File: config.mk
export PLATFORM = sky130hd
export DESIGN_NAME = prefetch_queue
export DESIGN_NICKNAME = d
export VERILOG_FILES = /design/src/rtl/pfq_pkg.sv /design/src/rtl/pfq_store.sv /design/src/rtl/pfq_fetch.sv /design/src/rtl/prefetch_queue.sv
export SDC_FILE = /design/constraint.sdc
export NUM_CORES = 1
export LEC_CHECK = 0
export CAP_MARGIN = 30
export CORE_MARGIN = 1
export CORE_UTILIZATION = 45
export CTS_CLUSTER_DIAMETER = 100
export CTS_CLUSTER_SIZE = 14
export DETAILED_ROUTE_END_ITERATION = 6
export PLACE_DENSITY = 0.66
export SYNTH_ARGS = -nofsm -noshare
export SYNTH_HDL_FRONTEND = slang
export SYNTH_SLANG_ARGS = --single-unit
File: constraint.sdc
create_clock -name clk -period 7.12 [get_ports clk]
set_clock_uncertainty 0.1 [all_clocks]
set_input_delay 2.136 -clock clk [delete_from_list [all_inputs] [get_ports clk]]
set_output_delay 2.136 -clock clk [all_outputs]
set_load 0.005 [all_outputs]
File: src/rtl/pfq_pkg.sv
// Package: shared sizing helpers for the prefetch queue.
// Assumes a bus form of one or two bytes per bus cycle.
package pfq_pkg;
    // Width of the per-edge write count (0, 1 or 2 bytes).
    localparam int WR_CNT_W = 2;

    // Queue depth that belongs to each bus form.
    function automatic int queue_depth(input int bus_bytes);
        return (bus_bytes == 1) ? 4 : 6;
    endfunction
endpackage

File: src/rtl/pfq_store.sv
// Module: circular byte store with multi-byte write and single-byte read.
// Assumes the caller never writes more than the free space and never
// pops when empty; clear empties the store and overrides write and pop.
module pfq_store #(
    parameter int DEPTH  = 4,
    parameter int WR_MAX = 1,
    parameter int CNT_W  = $clog2(DEPTH + 1)
) (
    input  logic                      clk,
    input  logic                      rst_n,
    input  logic                      clear,
    input  logic [pfq_pkg::WR_CNT_W-1:0] wr_cnt,
    input  logic [8*WR_MAX-1:0]       wr_data,
    input  logic                      pop,
    output logic                      rd_valid,
    output logic [7:0]                rd_data,
    output logic [CNT_W-1:0]          count,
    output logic [CNT_W-1:0]          count_next
);
    localparam int PTR_W = (DEPTH > 1) ? $clog2(DEPTH) : 1;

    logic [7:0]       mem [DEPTH];
    logic [PTR_W-1:0] wr_ptr;
    logic [PTR_W-1:0] rd_ptr;

    // Advance a pointer by n places, wrapping at DEPTH.
    function automatic logic [PTR_W-1:0] adv(input logic [PTR_W-1:0] p, input int n);
        int s;
        s = int'(p) + n;
        if (s >= DEPTH) s = s - DEPTH;
        return PTR_W'(s);
    endfunction

    // Occupancy after this edge.
    always_comb begin
        if (clear) count_next = '0;
        else       count_next = count + CNT_W'(wr_cnt) - CNT_W'(pop);
    end

    // Byte storage, written lane by lane.
    always_ff @(posedge clk) begin
        for (int k = 0; k < WR_MAX; k++) begin
            if (!clear && (k < int'(wr_cnt))) mem[adv(wr_ptr, k)] <= wr_data[8*k +: 8];
        end
    end

    // Pointers and occupancy.
    always_ff @(posedge clk) begin
        if (!rst_n) begin
            wr_ptr <= '0;
            rd_ptr <= '0;
            count  <= '0;
        end else if (clear) begin
            wr_ptr <= '0;
            rd_ptr <= '0;
            count  <= '0;
        end else begin
            wr_ptr <= adv(wr_ptr, int'(wr_cnt));
            if (pop) rd_ptr <= adv(rd_ptr, 1);
            count <= count_next;
        end
    end

    assign rd_valid = (count != '0);
    assign rd_data  = mem[rd_ptr];
endmodule

File: src/rtl/pfq_fetch.sv
// Module: bus fetch sequencer. Runs bus cycles of BUS_CLKS clocks,
// strobes bus_req in the first clock and samples data in the last.
// Assumes room_ok reflects occupancy after the current edge; a redirect
// marks an unfinished cycle for discard and reloads the fetch address.
module pfq_fetch #(
    parameter int             ADDR_W     = 16,
    parameter int             BUS_BYTES  = 1,
    parameter int             BUS_CLKS   = 4,
    parameter logic [ADDR_W-1:0] RESET_ADDR = '0
) (
    input  logic                         clk,
    input  logic                         rst_n,
    input  logic                         redir,
    input  logic [ADDR_W-1:0]            redir_addr,
    input  logic                         room_ok,
    input  logic [8*BUS_BYTES-1:0]       bus_rdata,
    output logic [ADDR_W-1:0]            bus_addr,
    output logic                         bus_req,
    output logic [pfq_pkg::WR_CNT_W-1:0] wr_cnt,
    output logic [8*BUS_BYTES-1:0]       wr_data
);
    localparam int PH_W = (BUS_CLKS > 1) ? $clog2(BUS_CLKS) : 1;

    logic              busy;
    logic [PH_W-1:0]   phase;
    logic              discard;
    logic              skip_low;
    logic [ADDR_W-1:0] fetch_addr;
    logic [ADDR_W-1:0] src_addr;
    logic [ADDR_W-1:0] base_addr;
    logic              end_now;
    logic              keep;
    logic              start;

    // Cycle boundary, kept data and start decision.
    always_comb begin
        end_now  = busy && (phase == PH_W'(BUS_CLKS - 1));
        keep     = end_now && !discard && !redir;
        start    = (!busy || end_now) && room_ok;
        src_addr = redir ? redir_addr : fetch_addr;
        base_addr = src_addr;
        if (BUS_BYTES == 2) base_addr[0] = 1'b0;
        if (!keep)         wr_cnt = '0;
        else if (skip_low) wr_cnt = pfq_pkg::WR_CNT_W'(1);
        else               wr_cnt = pfq_pkg::WR_CNT_W'(BUS_BYTES);
    end

    // Data lanes for the queue: the odd first fetch shifts its upper byte down.
    generate
        if (BUS_BYTES == 2) begin : g_wide
            assign wr_data = skip_low ? {8'h00, bus_rdata[15:8]} : bus_rdata;
        end else begin : g_narrow
            assign wr_data = bus_rdata;
        end
    endgenerate

    // Bus cycle state, fetch address and discard marking.
    always_ff @(posedge clk) begin
        if (!rst_n) begin
            busy       <= 1'b0;
            phase      <= '0;
            discard    <= 1'b0;
            skip_low   <= 1'b0;
            bus_addr   <= RESET_ADDR;
            fetch_addr <= RESET_ADDR;
        end else if (start) begin
            busy       <= 1'b1;
            phase      <= '0;
            discard    <= 1'b0;
            skip_low   <= (BUS_BYTES == 2) && src_addr[0];
            bus_addr   <= base_addr;
            fetch_addr <= base_addr + ADDR_W'(BUS_BYTES);
        end else begin
            if (end_now)   busy  <= 1'b0;
            else if (busy) phase <= phase + PH_W'(1);
            if (redir) fetch_addr <= redir_addr;
            if (redir && busy && !end_now) discard <= 1'b1;
        end
    end

    assign bus_req = busy && (phase == '0);
endmodule

File: src/rtl/prefetch_queue.sv
// Module: instruction prefetch queue top. Joins the fetch sequencer to
// the byte store and gives redirect priority over a consumer pop.
// Assumes BUS_BYTES is 1 or 2; depth follows from the bus form.
module prefetch_queue #(
    parameter int                BUS_BYTES  = 1,
    parameter int                ADDR_W     = 16,
    parameter int                BUS_CLKS   = 4,
    parameter logic [ADDR_W-1:0] RESET_ADDR = '0
) (
    input  logic                   clk,
    input  logic                   rst_n,
    input  logic                   redir,
    input  logic [ADDR_W-1:0]      redir_addr,
    output logic                   code_valid,
    input  logic                   code_ready,
    output logic [7:0]             code_byte,
    output logic [ADDR_W-1:0]      bus_addr,
    output logic                   bus_req,
    input  logic [8*BUS_BYTES-1:0] bus_rdata
);
    localparam int DEPTH = pfq_pkg::queue_depth(BUS_BYTES);
    localparam int CNT_W = $clog2(DEPTH + 1);

    logic [pfq_pkg::WR_CNT_W-1:0] wr_cnt;
    logic [8*BUS_BYTES-1:0]       wr_data;
    logic [CNT_W-1:0]             q_count;
    logic [CNT_W-1:0]             q_count_next;
    logic                         pop;
    logic                         room_ok;

    // Redirect beats the handshake; room is judged after this edge.
    assign pop     = code_valid && code_ready && !redir;
    assign room_ok = (q_count_next <= CNT_W'(DEPTH - BUS_BYTES));

    pfq_fetch #(
        .ADDR_W    (ADDR_W),
        .BUS_BYTES (BUS_BYTES),
        .BUS_CLKS  (BUS_CLKS),
        .RESET_ADDR(RESET_ADDR)
    ) i_fetch (
        .clk       (clk),
        .rst_n     (rst_n),
        .redir     (redir),
        .redir_addr(redir_addr),
        .room_ok   (room_ok),
        .bus_rdata (bus_rdata),
        .bus_addr  (bus_addr),
        .bus_req   (bus_req),
        .wr_cnt    (wr_cnt),
        .wr_data   (wr_data)
    );

    pfq_store #(
        .DEPTH (DEPTH),
        .WR_MAX(BUS_BYTES),
        .CNT_W (CNT_W)
    ) i_store (
        .clk       (clk),
        .rst_n     (rst_n),
        .clear     (redir),
        .wr_cnt    (wr_cnt),
        .wr_data   (wr_data),
        .pop       (pop),
        .rd_valid  (code_valid),
        .rd_data   (code_byte),
        .count     (q_count),
        .count_next(q_count_next)
    );
endmodule

==> summary.txt <==
Logic synthesis
  • Avg Cell Area, Syn: around 12 µm²
  • Sequential share of the synthesized area: a little under three fifths
  • Syn. warnings: 0
  • Top_reg_cell synth: dfxtp_1
  • Synth Register Bits: 77
  • Post-synth EDFFs: 32
  • Mapped Cells: roughly 280
  • Post-synth cell types: 43
  • Synth Net Count: roughly 310
  • Async set or reset register ratio after synthesis: 0%
  • Cell Area, Synth: 3293 µm²

Power and ir drop
  • Power per cell area: between 200 and 250 nW/µm²
  • Sw frac: about a quarter
  • Clock share of power: 34.7%
  • Worst VDD drop: ~0.000092 V
  • Total power: ~0.87 mW
  • P_leak: between 1 and 1.5 nW
  • Int Power: 0.6483 mW
  • Combinational Power Share: 9.9%
  • Net Switching: ~0.22 mW
  • Flop pwr share: 55.4%

Critical path
  • CP Launch Type: input pin
  • Setup CP Type: in2reg
  • Worst path slowest cell: nor4bb_1
  • WP data arrival: 5.68 ns
  • Crit-path cells: clkdlybuf4s50_1 -> nor4bb_1 -> ha_1 -> inv_1 -> fa_1 -> xor3_2 -> a21oi_2 -> nand2_1 -> or3_1 -> a221oi_1
  • WP data required: slightly above 7 ns
  • Highest cell delay on the worst timing path: 0.70 ns
  • Family with the most delay on the worst path: simple AND/OR/NAND/NOR gates
  • CP endpoint kind: flop
  • Worst-path fanout max: 14
  • Buf/Inv on CP: 2

Clock network
  • PostCTS Resize Cnt: 0
  • Clock Path Buffers: 2
  • Post-CTS setup buffers: 0
  • CTS tree: done
  • CTS Root Cell: clkbuf_8
  • Clock latency on the worst-skew pair: between 0.3 and 0.4 ns
  • CTS H-tree lvls: 3
  • Clk slew on worst S/H paths: roughly 0.080 ns
  • Hold_buf cts: 0
  • TritonCTS Sinks: slightly below 80
  • TritonCTS Buffers: 9

Timing
  • Slew @ Worst Pin: around 0.98 ns
  • RSZ-0062 raised after global routing: no
  • Max frequency: ~180 MHz
  • Minimum clock period: 5.543 ns
  • Slew Viols, Final: 0
  • Final hold vios: 0
  • # setup viols final: 0
  • Fin crit share: between 70 and 80%
  • Setup tns final: 0 ns
  • Slew margin rel.: between 30% and 40%
  • Setup ws final: approximately 1.6 ns

Detailed routing
  • 1st-iter DRT viols: ~80
  • Avg Vias per Cell: a little over 5
  • DRT Wirelength: about 6200 µm
  • Drt wl/cell: 14.39 µm
  • Final ANT Viol Nets: 0
  • DRC Markers: 0
  • DR vias: 2184
  • TritonRoute pass-1 iters: 4

Layout
  • Synth-to-layout area growth: 23.90%
  • Design area: between 4000 and 5000 µm²
  • ANT cells: 0
  • Fin nets: about 370
  • Share of cells above drive strength 1: 9.254%

GRT
  • GR Layer Usage met3: under 10%
  • Met2 Usage GRT: slightly below 30%
  • Grt peak-use layer: met2
  • Gr ovfl total: 0
  • Met1 Resource Use GR: a little under a quarter
  • Largest net degree at the start of global routing: 33
  • Initial antenna violation count: 0
  • Total GRT Usage: between 10% and 20%
  • Vias in the first global route: around 2100
  • First-pass GRT wire length: 10120 µm

Placement
  • Port bufs: 53
  • Instance area at placement: 3897 µm²
  • Pre-CTS setup slack: around 1.2 ns
  • Routability cong.: 0.7984
  • Final HPWL DP: ~4400 µm

Die
  • IO Count: 54
  • Die width: 87.55 µm
  • Initial Util: between 40% and 50%
  • DIE AREA: approximately 7700 µm²
  • Die span in y: between 80 and 90 µm
  • Area of the core: 6944 µm²
  • Row cnt: 30

Outcome
  • Status: completed

Job
  • MaxCap Viol Count: 0

Min path
  • Worst Hold Class: reg2reg
==> flip-flops by register name, summed over array words and instances (netlist names), named ones only <==
name and cells:
i_fetch.bus_addr 16, i_store.count 3, i_fetch.phase 2, i_store.wr_ptr 2
i_store.mem 32, i_fetch.fetch_addr 16, i_store.rd_ptr 2, i_fetch.discard 1
i_fetch.busy 1
==> power by group through the flow <==
stage	registers (mW)	clock network, mW	logic (mW)
finish	0.480	0.301	0.0855
global route	0.482	0.330	0.0947
CTS	0.480	0.311	0.0864
detailed placement	0.490	0	0.0862
global placement	0.490	0	0.0854
floorplan	0.489	0	0.0454
==> kinds of logic after synthesis <==
family / after synthesis / share of synthesized area [%]
flip-flops: 77 / 56.53
adder cells (fa/ha/maj): 7 / 2.888
XOR/XNOR: 14 / 4.217
AO/OA/AOI/OAI: 38 / 8.587
buffers and inverters: 24 / 3.344
multiplexers: 24 / 10.33
AND/OR/NAND/NOR: 93 / 14.10
==> final timing paths <==
| path | start | to | slack [ns] | depth (start not counted) |
|---|---|---|---|---|
| min | i_fetch.discard | i_fetch.discard | 0.38 | 2 |
| max | redir | i_fetch.fetch_addr[4] | 1.58 | 10 |
| min reg2reg | i_fetch.discard | i_fetch.discard | 0.38 | 2 |
| max reg2reg | i_fetch.phase[0] | i_fetch.fetch_addr[4] | 3.26 | 10 |
==> tightest hold or removal path, cell delays in order (launching register included) <==
cell	delay, ns
dfxtp_1	0.33
a21oi_1	0.04
nor2_1	0.07
==> cell type report <==
class / count / area (µm²)
Clock inverter: 7 / 58.81
Timing Repair Buffer: 56 / 553.0
Sequential cell: 77 / 1862
Clock buffer: 9 / 123.9
Tap cell: 96 / 120.1
Fill cell: 596 / 2864
Multi-Input combinational cell: 176 / 1325
Inverter: 10 / 37.54
==> routing by layer <==
metal / share of wire [%] / wire length [µm] / up-vias
met2: 47 / 2913 / 48
met1: 48 / 2977 / 1013
li1: - / - / 1115
met5: 0 / 0 / -
met3: 3.7 / 227 / 8
met4: 1.3 / 82 / 0
==> cells in the mapped netlist (2+ instances only) <==
| cell type | count | area share [%] |
|---|---|---|
| a21oi_1 | 10 | 1.5 |
| buf_1 | 2 | 0.23 |
| nor3b_1 | 2 | 0.46 |
| ha_1 | 6 | 2.3 |
| nand2b_1 | 3 | 0.57 |
| buf_2 | 4 | 0.61 |
| buf_4 | 2 | 0.46 |
| nand4_1 | 3 | 0.57 |
| a21o_1 | 2 | 0.46 |
| nand2_1 | 13 | 1.5 |
| xor2_1 | 2 | 0.53 |
| xnor2_1 | 11 | 2.9 |
| nor2_1 | 40 | 4.6 |
| mux4_2 | 8 | 5.5 |
| dfxtp_1 | 45 | 27 |
| a221oi_1 | 3 | 0.80 |
| inv_1 | 10 | 1.1 |
| clkbuf_1 | 5 | 0.57 |
| and3_1 | 6 | 1.1 |
| nor3_1 | 2 | 0.30 |
| mux2i_1 | 16 | 4.9 |
| edfxtp_1 | 32 | 29 |
| nand3_1 | 12 | 1.8 |
| or3_1 | 2 | 0.38 |
| nand3b_1 | 4 | 0.91 |
| a211oi_1 | 15 | 3.4 |
==> through the flow <==
step | std cells | utilization, % | hold WS [ns]
after floorplan | 277 | - | 0.3371
after global placement | 415 | 56.13 | 0.3516
after detailed placement | 415 | 56.13 | 0.3677
after CTS | 431 | 58.76 | 0.3879
after global routing | 431 | 58.76 | 0.4032
final | 431 | 58.76 | 0.3789
==> layout by cell type, fill, tap and decap left out, types with 4 or more instances in the layout <==
master,n
a211oi_1,15
edfxtp_1,32
mux2i_1,16
nand3b_1,4
dfxtp_1,45
mux4_2,8
nand3_1,12
xnor2_1,11
nand2_1,13
clkdlybuf4s50_1,53
and3_1,6
clkbuf_8,9
nor2_1,40
ha_1,6
a21oi_1,9
inv_1,10
(Power assumes the default switching activity.)
